## src/rtl/spi_erase_pkg.sv

```systemverilog
package spi_erase_pkg;
  localparam logic [7:0] OP_WREN   = 8'h06;
  localparam logic [7:0] OP_RDSR   = 8'h05;
  localparam logic [7:0] OP_PERASE = 8'hDB;
  localparam int         ST_WIP    = 0;
  localparam int         ST_WEL    = 1;
  localparam int         FRAME_PE_BYTES = 4;
  localparam int         SR_BITS   = 8 * FRAME_PE_BYTES;
  localparam int         CNT_BITS  = 3;
endpackage

```

## src/rtl/spi_erase_shifter.sv

```systemverilog
module spi_erase_shifter
  import spi_erase_pkg::*;
#(
  parameter int PAGE_BITS = 9
) (
  input  logic                 clk,
  input  logic                 rst_n,
  input  logic                 sclk_i,
  input  logic                 cs_n_i,
  input  logic                 mosi_i,
  output logic                 cs_active,
  output logic                 sclk_fall,
  output logic                 cs_rise,
  output logic [7:0]           first_byte,
  output logic [7:0]           last_byte,
  output logic [PAGE_BITS-1:0] page_field,
  output logic [CNT_BITS-1:0]  bit_idx,
  output logic [CNT_BITS-1:0]  byte_cnt
);
  localparam logic [CNT_BITS-1:0] BC_MAX = '1;

  logic sclk_s, sclk_d, cs_s, cs_d, mosi_s;
  logic sclk_rise;
  logic [SR_BITS-1:0]  sr_q, sr_n;
  logic [CNT_BITS-1:0] idx_q, idx_n, bc_q, bc_n;

  assign sclk_rise  = sclk_s & ~sclk_d & ~cs_s;
  assign sclk_fall  = ~sclk_s & sclk_d & ~cs_s;
  assign cs_rise    = cs_s & ~cs_d;
  assign cs_active  = ~cs_s;
  assign first_byte = sr_q[SR_BITS-1 -: 8];
  assign last_byte  = sr_q[7:0];
  assign page_field = sr_q[8 +: PAGE_BITS];
  assign bit_idx    = idx_q;
  assign byte_cnt   = bc_q;

  always_comb begin
    sr_n  = sr_q;
    idx_n = idx_q;
    bc_n  = bc_q;
    if (cs_s) begin
      idx_n = '0;
      bc_n  = '0;
    end else if (sclk_rise) begin
      sr_n  = {sr_q[SR_BITS-2:0], mosi_s};
      idx_n = idx_q + 1'b1;
      if (idx_q == 3'd7 && bc_q != BC_MAX) bc_n = bc_q + 1'b1;
    end
  end

  always_ff @(posedge clk or negedge rst_n) begin
    if (!rst_n) begin
      sclk_s <= 1'b0;
      sclk_d <= 1'b0;
      cs_s   <= 1'b1;
      cs_d   <= 1'b1;
      mosi_s <= 1'b0;
      sr_q   <= '0;
      idx_q  <= '0;
      bc_q   <= '0;
    end else begin
      sclk_s <= sclk_i;
      sclk_d <= sclk_s;
      cs_s   <= cs_n_i;
      cs_d   <= cs_s;
      mosi_s <= mosi_i;
      sr_q   <= sr_n;
      idx_q  <= idx_n;
      bc_q   <= bc_n;
    end
  end
endmodule

```

## src/rtl/spi_erase_ctrl.sv

```systemverilog
module spi_erase_ctrl
  import spi_erase_pkg::*;
#(
  parameter int PAGE_BITS      = 9,
  parameter int WEL_CLR_CYCLES = 16
) (
  input  logic                    clk,
  input  logic                    rst_n,
  input  logic                    cs_rise,
  input  logic [7:0]              first_byte,
  input  logic [7:0]              last_byte,
  input  logic [PAGE_BITS-1:0]    page_field,
  input  logic [CNT_BITS-1:0]     bit_idx,
  input  logic [CNT_BITS-1:0]     byte_cnt,
  input  logic [(1<<PAGE_BITS)-1:0] protect,
  input  logic                    erase_done,
  output logic                    wip,
  output logic                    wel,
  output logic [PAGE_BITS-1:0]    erase_page
);
  localparam int CW = $clog2(WEL_CLR_CYCLES + 1);
  localparam logic [CW-1:0] CLR_AT = CW'(WEL_CLR_CYCLES - 1);

  logic busy_q, busy_n, wel_q, wel_n;
  logic [CW-1:0] cnt_q, cnt_n;
  logic [PAGE_BITS-1:0] page_q, page_n;
  logic frame_one, frame_pe, wren_ok, pe_ok;

  assign frame_one = (byte_cnt == 3'd1) && (bit_idx == 3'd0);
  assign frame_pe  = (byte_cnt == CNT_BITS'(FRAME_PE_BYTES)) && (bit_idx == 3'd0);
  assign wren_ok   = cs_rise & frame_one & (last_byte == OP_WREN) & ~busy_q;
  assign pe_ok     = cs_rise & frame_pe & (first_byte == OP_PERASE) & wel_q
                     & ~busy_q & ~protect[page_field];

  always_comb begin
    busy_n = busy_q;
    wel_n  = wel_q;
    cnt_n  = cnt_q;
    page_n = page_q;
    if (busy_q) begin
      if (cnt_q != CLR_AT) cnt_n = cnt_q + 1'b1;
      else                 wel_n = 1'b0;
      if (erase_done) begin
        busy_n = 1'b0;
        wel_n  = 1'b0;
      end
    end else begin
      if (wren_ok) wel_n = 1'b1;
      if (pe_ok) begin
        busy_n = 1'b1;
        cnt_n  = '0;
        page_n = page_field;
      end
    end
  end

  always_ff @(posedge clk or negedge rst_n) begin
    if (!rst_n) begin
      busy_q <= 1'b0;
      wel_q  <= 1'b0;
      cnt_q  <= '0;
      page_q <= '0;
    end else begin
      busy_q <= busy_n;
      wel_q  <= wel_n;
      cnt_q  <= cnt_n;
      page_q <= page_n;
    end
  end

  assign wip        = busy_q;
  assign wel        = wel_q;
  assign erase_page = page_q;
endmodule

```

## src/rtl/spi_erase_status_tx.sv

```systemverilog
module spi_erase_status_tx
  import spi_erase_pkg::*;
(
  input  logic                clk,
  input  logic                rst_n,
  input  logic                cs_active,
  input  logic                sclk_fall,
  input  logic [CNT_BITS-1:0] bit_idx,
  input  logic [CNT_BITS-1:0] byte_cnt,
  input  logic [7:0]          last_byte,
  input  logic [7:0]          status,
  output logic                miso
);
  logic       rd_q, rd_n;
  logic [7:0] sh_q, sh_n;
  logic       at_byte, want_load;

  assign at_byte   = (bit_idx == 3'd0) && (byte_cnt != 3'd0);
  assign want_load = (byte_cnt == 3'd1) ? (last_byte == OP_RDSR) : rd_q;

  always_comb begin
    rd_n = rd_q;
    sh_n = sh_q;
    if (!cs_active) begin
      rd_n = 1'b0;
      sh_n = '0;
    end else if (sclk_fall) begin
      if (at_byte && want_load) begin
        rd_n = 1'b1;
        sh_n = status;
      end else if (rd_q) begin
        sh_n = {sh_q[6:0], 1'b0};
      end
    end
  end

  always_ff @(posedge clk or negedge rst_n) begin
    if (!rst_n) begin
      rd_q <= 1'b0;
      sh_q <= '0;
    end else begin
      rd_q <= rd_n;
      sh_q <= sh_n;
    end
  end

  assign miso = sh_q[7];
endmodule

```

## src/rtl/spi_erase_frontend.sv

```systemverilog
module spi_erase_frontend
  import spi_erase_pkg::*;
#(
  parameter int PAGE_BITS      = 9,
  parameter int WEL_CLR_CYCLES = 16,
  localparam int PAGES         = 1 << PAGE_BITS
) (
  input  logic                 clk,
  input  logic                 rst_n,
  input  logic                 spi_sclk,
  input  logic                 spi_cs_n,
  input  logic                 spi_mosi,
  output logic                 spi_miso,
  input  logic [PAGES-1:0]     page_protect,
  output logic                 erase_req,
  output logic [PAGE_BITS-1:0] erase_page,
  input  logic                 erase_done
);
  logic [1:0] rst_pipe;
  logic       rst_int_n;
  logic       cs_active, sclk_fall, cs_rise;
  logic [7:0] first_byte, last_byte, status_byte;
  logic [PAGE_BITS-1:0] page_field;
  logic [CNT_BITS-1:0]  bit_idx, byte_cnt;
  logic       wip_w, wel_w;

  always_ff @(posedge clk or negedge rst_n) begin
    if (!rst_n) rst_pipe <= 2'b00;
    else        rst_pipe <= {rst_pipe[0], 1'b1};
  end
  assign rst_int_n = rst_pipe[1];

  spi_erase_shifter #(.PAGE_BITS(PAGE_BITS)) u_shift (
    .clk(clk), .rst_n(rst_int_n),
    .sclk_i(spi_sclk), .cs_n_i(spi_cs_n), .mosi_i(spi_mosi),
    .cs_active(cs_active), .sclk_fall(sclk_fall), .cs_rise(cs_rise),
    .first_byte(first_byte), .last_byte(last_byte), .page_field(page_field),
    .bit_idx(bit_idx), .byte_cnt(byte_cnt)
  );

  spi_erase_ctrl #(.PAGE_BITS(PAGE_BITS), .WEL_CLR_CYCLES(WEL_CLR_CYCLES)) u_ctrl (
    .clk(clk), .rst_n(rst_int_n), .cs_rise(cs_rise),
    .first_byte(first_byte), .last_byte(last_byte), .page_field(page_field),
    .bit_idx(bit_idx), .byte_cnt(byte_cnt), .protect(page_protect),
    .erase_done(erase_done), .wip(wip_w), .wel(wel_w), .erase_page(erase_page)
  );

  always_comb begin
    status_byte         = '0;
    status_byte[ST_WIP] = wip_w;
    status_byte[ST_WEL] = wel_w;
  end

  spi_erase_status_tx u_stat (
    .clk(clk), .rst_n(rst_int_n), .cs_active(cs_active), .sclk_fall(sclk_fall),
    .bit_idx(bit_idx), .byte_cnt(byte_cnt), .last_byte(last_byte),
    .status(status_byte), .miso(spi_miso)
  );

  assign erase_req = wip_w;
endmodule

```

## config.mk

```make
export PLATFORM = sky130hd
export DESIGN_NAME = spi_erase_frontend
export DESIGN_NICKNAME = d
export VERILOG_FILES = /design/src/rtl/spi_erase_pkg.sv /design/src/rtl/spi_erase_shifter.sv /design/src/rtl/spi_erase_ctrl.sv /design/src/rtl/spi_erase_status_tx.sv /design/src/rtl/spi_erase_frontend.sv
export SDC_FILE = /design/constraint.sdc
export NUM_CORES = 1
export LEC_CHECK = 0
export BUFFER_PORTS_ARGS = -buffer_cell sky130_fd_sc_hd__buf_2
export CELL_PAD_IN_SITES_DETAIL_PLACEMENT = 1
export CELL_PAD_IN_SITES_GLOBAL_PLACEMENT = 1
export CORE_AREA = 10 10 197 199
export CTS_CLUSTER_SIZE = 40
export DETAILED_ROUTE_END_ITERATION = 16
export DIE_AREA = 0 0 207 209
export GPL_ROUTABILITY_DRIVEN = 0
export GPL_TIMING_DRIVEN = 0
export PLACE_DENSITY_LB_ADDON = 0.1
export SLEW_MARGIN = 20
export SYNTH_ARGS = -nofsm -noshare
export SYNTH_HDL_FRONTEND = slang
export SYNTH_HIERARCHICAL = 1
export SYNTH_SLANG_ARGS = --single-unit
```

## constraint.sdc

```tcl
create_clock -name clk -period 2.65 [get_ports clk]
set_clock_uncertainty 0.1 [all_clocks]
set_input_delay 0.53 -clock clk [delete_from_list [all_inputs] [get_ports clk]]
set_output_delay 0.53 -clock clk [all_outputs]
set_load 0.01 [all_outputs]
```

## After elaboration in Yosys (flattened, before gate mapping)

Index checks and enable logic that the tools add are counted.

| operators by class | value |
|---|---|
| add/subtract/negate cells | 3 |
| $lt $le $gt $ge | 1 |
| eq/ne operators | 10 |
| multiplexer cells | 25 |
| bitwise gates (word level) | 19 |
| reduce and logical (&&, ||, !) cells | 21 |

Operators with widths:

| operator | number |
|---|---|
| 2-to-1 mux 8 bit | 4 |
| equality test 8 x 3 -> 1 bit, second input constant | 2 |
| 2-to-1 mux 3 bit | 5 |
| 2-to-1 mux 5 bit | 3 |
| AND reduction 2 bit | 7 |
| bitwise AND 1 bit | 13 |
| 2-to-1 mux 1 bit | 12 |
| nonzero test 2 bit | 6 |
| < comparator 9 x 10 -> 1 bit, second input constant | 1 |
| binary-select mux 1 bit (select 9 bit) | 1 |
| equality test 8 bit, second input constant | 1 |
| adder 3 x 1 -> 3 bit, second input constant | 2 |
| equality test 3 bit, second input constant | 2 |
| != test 3 bit, second input constant | 2 |
| NOT 1 bit | 6 |
| nonzero test 3 bit | 2 |
| adder 5 x 1 -> 5 bit, second input constant | 1 |
| logical AND 1 bit | 5 |
| != test 5 x 4 -> 1 bit, second input constant | 1 |
| equality test 3 x 1 -> 1 bit, second input constant | 1 |
| zero test 3 bit | 1 |
| != test 2 bit, second input constant | 1 |

| word-level totals | value |
|---|---|
| bits in registers | 70 |
| input port bits | 518 |
| logic and storage cells | 94 |

## Depth between registers and ports, before layout

Gate-level depths: netlist of the first run.

| logic depth | value |
|---|---|
| depth in word-level cells | 9 |
| gate-level depth with buffers | 16 |
| depth with buffers taken out | 9 |

## By module

Netlist of the first run, hierarchy kept.

By module, submodules not included:

| module | instances | cells each | area each (sq um) |
|---|---|---|---|
| spi_erase_ctrl | 1 | 456 | 5541.6 |
| spi_erase_shifter | 1 | 126 | 1998.2 |
| spi_erase_status_tx | 1 | 60 | 565.5 |
| spi_erase_frontend | 1 | 4 | 57.6 |

## Worst setup path after synthesis of the first run

OpenSTA, ideal clock, no wires.

| timing path | value |
|---|---|
| path kind | reg2reg |
| from | reg u_shift.sr_q[8] |
| to | reg u_ctrl.page_q[0], in the netlist u_ctrl/erase_page[0] |
| arrival | 2.840 ns |
| required time | 2.425 ns |
| path slack | -0.416 ns |
| cell stages (with the launch flop) | 12 |
| clock period less this slack | 3.066 ns |
| cells stage by stage | dfrtp_1 -> buf_4 -> buf_6 -> mux4_1 -> a22oi_1 -> a21oi_1 -> or4_1 -> and3_1 -> nor3_2 -> a31o_4 -> buf_12 -> mux2_4 |

| between the ends | value |
|---|---|
| word-level cells in the longest chain between the ends | 5 |

Ends and longest elaborated chain:

| element | RTL line | source |
|---|---|---|
| from (decl) | spi_erase_shifter.sv:24 | `logic [SR_BITS-1:0] sr_q, sr_n;` |
| from (signal assigned) | spi_erase_shifter.sv:67 | `sr_q <= sr_n;` |
| binary-select mux 1 bit (select 9 bit) | spi_erase_ctrl.sv:33 | `& ~busy_q & ~protect[page_field];` |
| 2-to-1 mux 1 bit (implied by the code) | spi_erase_ctrl.sv:33 |  |
| NOT 1 bit | spi_erase_ctrl.sv:33 |  |
| bitwise AND 1 bit | spi_erase_ctrl.sv:33 |  |
| AND reduction 2 bit (no source line) | - |  |
| to (signal assigned) | spi_erase_ctrl.sv:67 | `page_q <= page_n;` |
| to (decl) | spi_erase_ctrl.sv:26 | `logic [PAGE_BITS-1:0] page_q, page_n;` |

Parallel ways exist; a longest one is shown, timed or not. The select of a mux whose other input is x is not followed.
A chain may end at the register's enable or synchronous reset.

## Final worst setup path of the first run

| timing path | value |
|---|---|
| from | reg u_shift.sr_q[8] |
| to | reg u_ctrl.page_q[6], in the netlist u_ctrl/erase_page[6] |

| between the ends | value |
|---|---|
| word-level cells in the longest chain between the ends | 5 |

Ends and longest elaborated chain:

| element | RTL line |
|---|---|
| binary-select mux 1 bit (select 9 bit) | spi_erase_ctrl.sv:33 |
| 2-to-1 mux 1 bit (implied by the code) | spi_erase_ctrl.sv:33 |
| NOT 1 bit | spi_erase_ctrl.sv:33 |
| bitwise AND 1 bit | spi_erase_ctrl.sv:33 |
| AND reduction 2 bit (no source line) | - |

No other way between the ends. The select of a mux whose other input is x is not followed.

==> run_summary.xml, run 1 <==
<?xml version="1.0" encoding="UTF-8"?>
<metrics>
  <group name="run_status">
    <metric name="outcome" unit="">finished, violations left</metric>
    <metric name="violations_in_the_final_reports" unit="">setup timing</metric>
  </group>
  <group name="hold_path">
    <metric name="hold_wc_path_type" unit="">register to asynchronous set/reset pin</metric>
  </group>
  <group name="critical_path">
    <metric name="crit_path_end" unit="">u_ctrl/erase_page[6]</metric>
    <metric name="timing.critical_path.required" unit="ns">2.76</metric>
    <metric name="worst-r2r-cell-count" unit="">13</metric>
    <metric name="reg2reg_to" unit="">u_ctrl/erase_page[6]</metric>
    <metric name="critPathKind" unit="">register to register</metric>
    <metric name="timing.critical_path.to_type" unit="">register</metric>
    <metric name="cp-start-kind" unit="">register</metric>
    <metric name="crit_start" unit="">u_shift/sr_q[8]</metric>
    <metric name="rr_startpoint" unit="">u_shift/sr_q[8]</metric>
    <metric name="crit_path_max_fanout" unit="">7</metric>
    <metric name="critical_path_arrival" unit="ns">3.44</metric>
    <metric name="timing.reg2reg.setup_slack" unit="ns">-0.68</metric>
  </group>
  <group name="detailed_routing">
    <metric name="drt_first_pass_iters" unit="">4</metric>
    <metric name="vias_per_cell" unit="">5.03</metric>
    <metric name="drt_iter0_markers" unit="">350</metric>
    <metric name="dr_total_vias" unit="">8574</metric>
    <metric name="ant_nets" unit="">0</metric>
    <metric name="drc" unit="">0</metric>
    <metric name="wl_per_cell" unit="microns">30.3</metric>
    <metric name="routed_wirelength" unit="mm">51.6</metric>
  </group>
  <group name="clock_network">
    <metric name="cts_root_buf" unit="">sky130_fd_sc_hd__clkbuf_16</metric>
    <metric name="worst_setup_hold_path_clk_slew" unit="ns">0.06</metric>
    <metric name="tritoncts_clock_tree" unit="">done</metric>
    <metric name="htree_num_levels" unit="">3</metric>
    <metric name="clock_tree.buffer_depth" unit="">2</metric>
    <metric name="cts_sinks" unit="">70</metric>
    <metric name="clock_buffer_count_from_cts" unit="">9</metric>
    <metric name="worst_skew_pair.late_latency" unit="ns">0.33</metric>
  </group>
  <group name="yosys">
    <metric name="ys.warnings.count" unit="">6</metric>
    <metric name="ys_seq_area_share" unit="%">21.5</metric>
    <metric name="synth-seq-cells" unit="">70</metric>
    <metric name="post_synth.cell_area_avg" unit="sq um">12.6</metric>
    <metric name="netlist-cell-type-count" unit="">75</metric>
    <metric name="number_of_enable_type_register_cells_in_the_synthesized_netlist" unit="">0</metric>
    <metric name="mappedNetlistArea" unit="sq um">8160</metric>
    <metric name="synth-main-ff-cell" unit="">sky130_fd_sc_hd__dfrtp_1</metric>
    <metric name="number_of_standard_cells_after_synthesis" unit="">646</metric>
    <metric name="asyncSetResetFlopFracSynth" unit="%">100</metric>
  </group>
  <group name="sta">
    <metric name="tns" unit="ns">-8.90</metric>
    <metric name="final_critical_delay_including_setup_and_external_delays" unit="ns">3.33</metric>
    <metric name="final.setup.worst_slack" unit="ns">-0.675</metric>
    <metric name="setup_violations" unit="">15</metric>
    <metric name="timing.hold.ws" unit="ns">0.181</metric>
    <metric name="worst_pin_slew" unit="ns">0.671</metric>
    <metric name="fmax" unit="MHz">301</metric>
    <metric name="timing_hold_violations_final" unit="">0</metric>
    <metric name="fin_crit_sh" unit="%">125</metric>
    <metric name="finalMaxSlewViolations" unit="">0</metric>
    <metric name="grt_setup_unrepaired" unit="">yes</metric>
    <metric name="max-slew-margin-rel" unit="%">55.1</metric>
  </group>
  <group name="finish">
    <metric name="layout-drive-gt1-share" unit="%">71.4</metric>
    <metric name="layout.filler_cells" unit="">4020</metric>
    <metric name="synth_to_final_area_change" unit="%">55.3</metric>
    <metric name="final_cell_area" unit="sq um">12700</metric>
    <metric name="final_util" unit="%">36.2</metric>
    <metric name="final_net_count" unit="">1753</metric>
    <metric name="fin_cells" unit="">1706</metric>
  </group>
  <group name="grt">
    <metric name="maximum_number_of_pins_on_one_net_before_global_route_repair" unit="">37</metric>
    <metric name="global_route.overflow_total" unit="">0</metric>
    <metric name="grt_use_total" unit="%">22.7</metric>
    <metric name="grt_antenna_before_repair" unit="">17</metric>
    <metric name="grt_first_pass_wirelength" unit="mm">71.9</metric>
    <metric name="first_global_vias" unit="">9836</metric>
  </group>
  <group name="die">
    <metric name="design.core.area" unit="sq um">35100</metric>
    <metric name="die_h" unit="microns">209</metric>
    <metric name="io_pins" unit="">529</metric>
    <metric name="num_rows" unit="">69</metric>
    <metric name="initial_utilization" unit="%">23.3</metric>
    <metric name="floorplan.die_area" unit="sq um">43300</metric>
    <metric name="dieWidth" unit="microns">207</metric>
  </group>
  <group name="placed_design">
    <metric name="hpwlAfterDp" unit="mm">43.9</metric>
    <metric name="io_buffer_count" unit="">528</metric>
    <metric name="placed_cells" unit="">1641</metric>
    <metric name="dpl-instance-area" unit="sq um">11500</metric>
  </group>
  <group name="pwr">
    <metric name="pwr_density_cell" unit="nW/um^2">493</metric>
    <metric name="p_leak" unit="nW">5.67</metric>
    <metric name="clkPwrFrac" unit="%">17.9</metric>
    <metric name="power.internal" unit="W">0.00400</metric>
    <metric name="power.share.sequential" unit="%">19.8</metric>
    <metric name="comb_power_share" unit="%">62.3</metric>
    <metric name="switching_share" unit="%">36.0</metric>
    <metric name="switching_power" unit="W">0.00225</metric>
    <metric name="ir_drop" unit="mV">0.375</metric>
  </group>
  <group name="run">
    <metric name="max_cap_violations" unit="">0</metric>
  </group>
</metrics>
[layout by cell type, fill, tap and decap left out, types with 4 or more instances in the layout]
cell type,count
sky130_fd_sc_hd__a21oi_1,15
sky130_fd_sc_hd__inv_1,10
sky130_fd_sc_hd__dfrtp_1,66
sky130_fd_sc_hd__nand4_1,11
sky130_fd_sc_hd__or3_1,4
sky130_fd_sc_hd__buf_8,4
sky130_fd_sc_hd__nand2b_1,5
sky130_fd_sc_hd__clkbuf_8,12
sky130_fd_sc_hd__nand3b_1,4
sky130_fd_sc_hd__mux2i_1,37
sky130_fd_sc_hd__a22oi_1,16
sky130_fd_sc_hd__conb_1,7
sky130_fd_sc_hd__a22oi_2,9
sky130_fd_sc_hd__nand3_1,13
sky130_fd_sc_hd__mux2_2,6
sky130_fd_sc_hd__and3_1,10
sky130_fd_sc_hd__nor3_1,16
sky130_fd_sc_hd__nor3_2,4
sky130_fd_sc_hd__buf_4,51
sky130_fd_sc_hd__diode_2,11
sky130_fd_sc_hd__ha_1,6
sky130_fd_sc_hd__buf_12,21
sky130_fd_sc_hd__o21ai_1,6
sky130_fd_sc_hd__mux4_2,111
sky130_fd_sc_hd__nor2b_1,7
sky130_fd_sc_hd__mux2_4,39
sky130_fd_sc_hd__clkbuf_16,13
sky130_fd_sc_hd__mux4_1,7
sky130_fd_sc_hd__buf_16,7
sky130_fd_sc_hd__nand2_1,36
sky130_fd_sc_hd__buf_2,532
sky130_fd_sc_hd__o211ai_1,4
sky130_fd_sc_hd__a221o_1,7
sky130_fd_sc_hd__nor2_1,25
sky130_fd_sc_hd__buf_6,15
[power by group through the flow]
stage / Clock, W / Sequential [W] / Combinational, W
floorplan: 0 / 0.00123 / 0.00206
global placement: 0 / 0.00126 / 0.00319
detailed placement: 0 / 0.00125 / 0.00322
CTS: 0.00117 / 0.00124 / 0.00355
global route: 0.00121 / 0.00125 / 0.00411
finish: 0.00112 / 0.00124 / 0.00389
[metrics by stage]
step | power [W] | setup slack [ns]
2_1_floorplan | 0.00329 | -0.352
3_3_place_gp | 0.00445 | -1.30
3_5_place_dp | 0.00447 | -1.29
4_1_cts | 0.00596 | -0.749
5_1_grt | 0.00658 | -0.776
6_report | 0.00625 | -0.675
[layer usage]
metal	track usage [%]	up-vias	wire length (microns)
li1	-	3796	-
met1	25.4	4339	20200
met2	40.4	374	26500
met3	7.26	55	3780
met4	6.47	10	1070
met5	0	-	69
[synthesized netlist by cell type (3+ instances only)]
master / number / area (sq um)
sky130_fd_sc_hd__o2111ai_1: 3 / 26.3
sky130_fd_sc_hd__buf_6: 13 / 146
sky130_fd_sc_hd__mux2_4: 36 / 541
sky130_fd_sc_hd__buf_2: 12 / 60.1
sky130_fd_sc_hd__and3_1: 11 / 68.8
sky130_fd_sc_hd__ha_1: 6 / 75.1
sky130_fd_sc_hd__o21ai_0: 6 / 30.0
sky130_fd_sc_hd__nor3_1: 20 / 100
sky130_fd_sc_hd__nand4_1: 11 / 68.8
sky130_fd_sc_hd__a31oi_1: 5 / 31.3
sky130_fd_sc_hd__o22ai_1: 4 / 25.0
sky130_fd_sc_hd__nor4_1: 4 / 25.0
sky130_fd_sc_hd__a211oi_1: 5 / 37.5
sky130_fd_sc_hd__dfrtp_1: 68 / 1700
sky130_fd_sc_hd__mux2i_1: 41 / 410
sky130_fd_sc_hd__inv_1: 10 / 37.5
sky130_fd_sc_hd__o211ai_1: 4 / 30.0
sky130_fd_sc_hd__nand2b_1: 5 / 31.3
sky130_fd_sc_hd__nand3b_1: 4 / 30.0
sky130_fd_sc_hd__mux4_2: 102 / 2300
sky130_fd_sc_hd__mux4_1: 16 / 420
sky130_fd_sc_hd__a22oi_1: 25 / 188
sky130_fd_sc_hd__nand3_1: 14 / 70.1
sky130_fd_sc_hd__clkbuf_1: 4 / 15.0
sky130_fd_sc_hd__nand2_1: 38 / 143
sky130_fd_sc_hd__a21oi_1: 16 / 80.1
sky130_fd_sc_hd__o21ai_1: 4 / 20.0
sky130_fd_sc_hd__a221o_1: 7 / 70.1
sky130_fd_sc_hd__nor2b_1: 8 / 50.1
sky130_fd_sc_hd__clkbuf_8: 13 / 179
sky130_fd_sc_hd__nor2_1: 25 / 93.8
sky130_fd_sc_hd__mux2_2: 9 / 101
sky130_fd_sc_hd__buf_4: 34 / 255
sky130_fd_sc_hd__or3_1: 4 / 25.0
sky130_fd_sc_hd__buf_12: 8 / 160
[cells by family after synthesis]
logic type,share of synthesized area (%)
buffers and inverters,10.7
DFF,21.5
adders and majority gates,0.920
muxes,46.2
other,0.0920
xor gates and xnor gates,0.215
and+or+nand+nor,11.6
AOI/OAI and AO/OA,8.84
[timing repair]
action	CTS	global route
gates resized for setup	58	63
pin swaps	9	16
hold endpoints to repair	2	0
cloned	1	4
buffers inserted	14	21
hold buffers	1	0
endpoints found under the setup margin	15	15
[sequential cells by signal (all words and copies together), names as in the netlist, 2 cells and up]
signal	flops
rst_pipe	2
u_ctrl/erase_page	9
u_shift/byte_cnt	3
u_ctrl/cnt_q	5
u_shift/sr_q	32
u_stat/sh_q	8
u_shift/bit_idx	3
[cell type report]
class,count,area [sq um],share of cell area [%]
antenna,11,27.5,0.217
buffer,84,1040,8.19
clock buffer,11,243,1.91
clock inverter,5,35.0,0.276
inverter,10,37.5,0.296
multi-input combinational,485,5810,45.8
sequential,70,1760,13.9
tap,461,577,4.55
timing repair buffer,569,3150,24.8
[worst max-delay path, cell delays in order, from the launching register on]
cell                      delay, ns
sky130_fd_sc_hd__dfrtp_2       0.42
sky130_fd_sc_hd__buf_12        0.14
sky130_fd_sc_hd__buf_12        0.14
sky130_fd_sc_hd__buf_8         0.14
sky130_fd_sc_hd__buf_6         0.10
sky130_fd_sc_hd__mux4_2        0.48
sky130_fd_sc_hd__mux4_2        0.48
sky130_fd_sc_hd__nand2_2       0.08
sky130_fd_sc_hd__and4b_1       0.21
sky130_fd_sc_hd__nand3_2       0.10
sky130_fd_sc_hd__nor3_4        0.22
sky130_fd_sc_hd__a31o_4        0.16
sky130_fd_sc_hd__buf_12        0.13
sky130_fd_sc_hd__mux2_4        0.29
[how the worst min path moves through the flow]
stage                           to  cells after the start
floorplan              rst_pipe[0]                      0
global placement       rst_pipe[0]                      1
detailed placement  u_shift/sclk_s                      0
CTS                   u_shift/cs_s                      1
global route          u_shift/cs_s                      1
finish              u_shift/sclk_s                      0
(Power assumes the default switching activity.)
==> run 2, diff against run 1 <==
--- a/config.mk
+++ b/config.mk
@@ -8,10 +8,10 @@
 export BUFFER_PORTS_ARGS = -buffer_cell sky130_fd_sc_hd__buf_2
 export CELL_PAD_IN_SITES_DETAIL_PLACEMENT = 1
 export CELL_PAD_IN_SITES_GLOBAL_PLACEMENT = 1
-export CORE_AREA = 10 10 197 199
+export CORE_AREA = 10 10 195 197
 export CTS_CLUSTER_SIZE = 40
 export DETAILED_ROUTE_END_ITERATION = 16
-export DIE_AREA = 0 0 207 209
+export DIE_AREA = 0 0 205 207
 export GPL_ROUTABILITY_DRIVEN = 0
 export GPL_TIMING_DRIVEN = 0
 export PLACE_DENSITY_LB_ADDON = 0.1
==> constraint.sdc (replaced) <==
create_clock -name clk -period 2.91 [get_ports clk]
set_clock_uncertainty 0.1 [all_clocks]
set_input_delay 0.582 -clock clk [delete_from_list [all_inputs] [get_ports clk]]
set_output_delay 0.582 -clock clk [all_outputs]
set_load 0.01 [all_outputs]
==> run_summary.xml, run 2 (synthesis gave the netlist of run 1 again) <==
<?xml version="1.0" encoding="UTF-8"?>
<metrics>
  <group name="critical_path">
    <metric name="slowest_stage" unit="">sky130_fd_sc_hd__mux4_2</metric>
    <metric name="crit_path_max_fanout" unit="">8</metric>
    <metric name="critical_path_cell_sequence" unit="">buf_6, buf_12, buf_16, mux4_2, mux4_2, nand2_2, and4b_1, nand3_2, nor3_4, a31o_4, buf_12, mux2_4</metric>
    <metric name="timing.critical_path.required" unit="ns">3.03</metric>
    <metric name="critPathKind" unit="">register to register</metric>
    <metric name="timing.critical_path.to_type" unit="">register</metric>
    <metric name="timing.reg2reg.setup_slack" unit="ns">-0.45</metric>
    <metric name="critPathMaxStageDelay" unit="ns">0.56</metric>
    <metric name="cp-start-kind" unit="">register</metric>
    <metric name="reg2reg_to" unit="">u_ctrl/erase_page[2]</metric>
    <metric name="critical_path_arrival" unit="ns">3.48</metric>
    <metric name="critical_path.n_buffers_inverters" unit="">4</metric>
    <metric name="rr_startpoint" unit="">u_shift/sr_q[8]</metric>
    <metric name="critical-path-top-delay-family" unit="">multiplexers</metric>
    <metric name="worst-r2r-cell-count" unit="">12</metric>
  </group>
  <group name="sta">
    <metric name="timing_hold_violations_final" unit="">0</metric>
    <metric name="fmax" unit="MHz">298</metric>
    <metric name="final_critical_delay_including_setup_and_external_delays" unit="ns">3.36</metric>
    <metric name="grt_setup_unrepaired" unit="">yes</metric>
    <metric name="worst_pin_slew" unit="ns">0.666</metric>
    <metric name="setup_violations" unit="">15</metric>
    <metric name="finalMaxSlewViolations" unit="">0</metric>
    <metric name="max-slew-margin-rel" unit="%">55.5</metric>
    <metric name="fin_crit_sh" unit="%">115</metric>
    <metric name="final.setup.worst_slack" unit="ns">-0.450</metric>
  </group>
  <group name="finish">
    <metric name="final_util" unit="%">36.8</metric>
    <metric name="mostFrequentLayoutCell" unit="">sky130_fd_sc_hd__buf_2</metric>
    <metric name="layout-drive-gt1-share" unit="%">71.6</metric>
    <metric name="final_cell_area" unit="sq um">12500</metric>
    <metric name="layout.cells.most_common_list" unit="">sky130_fd_sc_hd__buf_2, sky130_fd_sc_hd__mux4_2, sky130_fd_sc_hd__dfrtp_1, sky130_fd_sc_hd__buf_4, sky130_fd_sc_hd__mux2_4</metric>
    <metric name="final_net_count" unit="">1742</metric>
    <metric name="largest_register" unit="">u_shift/sr_q</metric>
    <metric name="fin_cells" unit="">1684</metric>
    <metric name="largest_register_ff_count" unit="">32</metric>
    <metric name="synth_to_final_area_change" unit="%">53.7</metric>
  </group>
  <group name="clock_network">
    <metric name="worst_skew_pair.late_latency" unit="ns">0.34</metric>
    <metric name="htree_num_levels" unit="">3</metric>
    <metric name="cts_sinks" unit="">70</metric>
    <metric name="clock_buffer_count_from_cts" unit="">9</metric>
    <metric name="worst_setup_hold_path_clk_slew" unit="ns">0.06</metric>
    <metric name="clock_tree.buffer_depth" unit="">2</metric>
    <metric name="tritoncts_clock_tree" unit="">done</metric>
    <metric name="cts_root_buf" unit="">sky130_fd_sc_hd__clkbuf_16</metric>
  </group>
  <group name="grt">
    <metric name="grt_use_total" unit="%">23.3</metric>
    <metric name="first_global_vias" unit="">9872</metric>
    <metric name="maximum_number_of_pins_on_one_net_before_global_route_repair" unit="">49</metric>
    <metric name="grt_first_pass_wirelength" unit="mm">72.2</metric>
    <metric name="global_route.overflow_total" unit="">0</metric>
    <metric name="grt_antenna_before_repair" unit="">16</metric>
  </group>
  <group name="die">
    <metric name="num_rows" unit="">68</metric>
    <metric name="design.core.area" unit="sq um">34100</metric>
    <metric name="floorplan.die_area" unit="sq um">42400</metric>
    <metric name="initial_utilization" unit="%">23.9</metric>
    <metric name="dieWidth" unit="microns">205</metric>
    <metric name="die_h" unit="microns">207</metric>
    <metric name="io_pins" unit="">529</metric>
  </group>
  <group name="detailed_routing">
    <metric name="vias_per_cell" unit="">5.14</metric>
    <metric name="dr.max_layer_used" unit="">met5</metric>
    <metric name="ant_nets" unit="">0</metric>
    <metric name="wl_on_met1" unit="mm">20.4</metric>
    <metric name="drt_iter0_markers" unit="">383</metric>
    <metric name="drt_first_pass_iters" unit="">5</metric>
    <metric name="dr_total_vias" unit="">8652</metric>
    <metric name="met2_wirelength" unit="mm">26.6</metric>
    <metric name="routed_wirelength" unit="mm">51.8</metric>
    <metric name="wl_per_cell" unit="microns">30.8</metric>
    <metric name="drc" unit="">0</metric>
    <metric name="detailroute.wirelength.met3" unit="mm">3.53</metric>
  </group>
  <group name="pwr">
    <metric name="p_leak" unit="nW">5.61</metric>
    <metric name="ir_drop" unit="mV">0.310</metric>
    <metric name="pwr_density_cell" unit="nW/um^2">460</metric>
    <metric name="totalPowerFinal" unit="W">0.00577</metric>
  </group>
  <group name="run_status">
    <metric name="outcome" unit="">finished, violations left</metric>
    <metric name="violations_in_the_final_reports" unit="">setup timing</metric>
  </group>
  <group name="placed_design">
    <metric name="placed_cells" unit="">1635</metric>
    <metric name="hpwlAfterDp" unit="mm">43.9</metric>
    <metric name="dpl-instance-area" unit="sq um">11400</metric>
    <metric name="placement.setup.worst_slack" unit="ns">-1.04</metric>
    <metric name="io_buffer_count" unit="">528</metric>
  </group>
  <group name="hold_path">
    <metric name="hold_wc_path_type" unit="">register to asynchronous set/reset pin</metric>
  </group>
  <group name="run">
    <metric name="max_cap_violations" unit="">0</metric>
  </group>
</metrics>
[run 2: cell count changes in the layout (fill, tap and decap cells not counted), sizes merged]
| cell | before | now |
|---|---|---|
| buf | 631 | 621 |
| diode | 11 | 6 |
| clkinv | 4 | 1 |
| bufbuf | 0 | 2 |
| bufinv | 0 | 2 |
| clkbuf | 32 | 30 |
[run 2: per-stage QoR]
step / setup TNS (ns) / hold slack (ns)
floorplan: -0.561 / 0.186
global placement: -38.29 / 0.236
detailed placement: -13.67 / 0.136
CTS: -5.18 / 0.139
global route: -7.24 / 0.156
finish: -5.82 / 0.122
[run 2: cell type report]
| type | count | area (sq um) |
|---|---|---|
| multi-input cells | 485 | 5810 |
| inverters | 10 | 37.5 |
| fillers | 3921 | 21600 |
| flip-flops and latches | 70 | 1760 |
| well taps | 455 | 569 |
| plain buffers | 84 | 1010 |
| repair buffers | 558 | 3020 |
| clock buffers | 12 | 246 |
| diodes | 6 | 15.0 |
| clock inverters | 4 | 72.6 |
[run 2: how the worst max path moves through the flow]
stage	to	startpoint	cells past startpoint	slack (ns)
after floorplan	u_ctrl/erase_page[0]	u_shift/sr_q[8]	11	-0.09
after global placement	u_ctrl/erase_page[2]	u_shift/sr_q[9]	14	-1.04
after detailed placement	u_ctrl/erase_page[2]	u_shift/sr_q[9]	14	-1.04
after CTS	u_ctrl/erase_page[2]	u_shift/sr_q[8]	12	-0.42
after global routing	u_ctrl/erase_page[2]	u_shift/sr_q[8]	12	-0.54
final	u_ctrl/erase_page[2]	u_shift/sr_q[8]	12	-0.45
[run 2: routing by layer]
layer,up-vias,global-route usage (%)
met3,66,5.87
li1,3760,-
met5,-,0
met1,4404,26.6
met2,416,41.9
met4,6,6.14
[run 2: worst register-to-register path: cells and delay by family, from the launching register on]
kind | cells | cell delay (ns)
multiplexers | 3 | 1.39
buffers and inverters | 4 | 0.59
AO/OA/AOI/OAI | 1 | 0.15
AND/OR/NAND/NOR | 4 | 0.62
flip-flops | 1 | 0.38
[run 2: what timing repair did]
action                                  4_1_cts  5_1_grt
endpoints found under the hold margin         2        0
pin swaps                                    20        7
endpoints found under the setup margin       15       15
hold buffers                                  1        0
resized for setup                           104       13
buffers inserted                             20        3
cloned                                        5        0
[run 2: power by group]
group | internal [W] | leakage, nW | total [W] | switching, W
Sequential | 0.00105 | 0.925 | 0.00112 | 0.0000736
Combinational | 0.00191 | 4.54 | 0.00345 | 0.00154
Clock | 0.000773 | 0.153 | 0.00119 | 0.000417
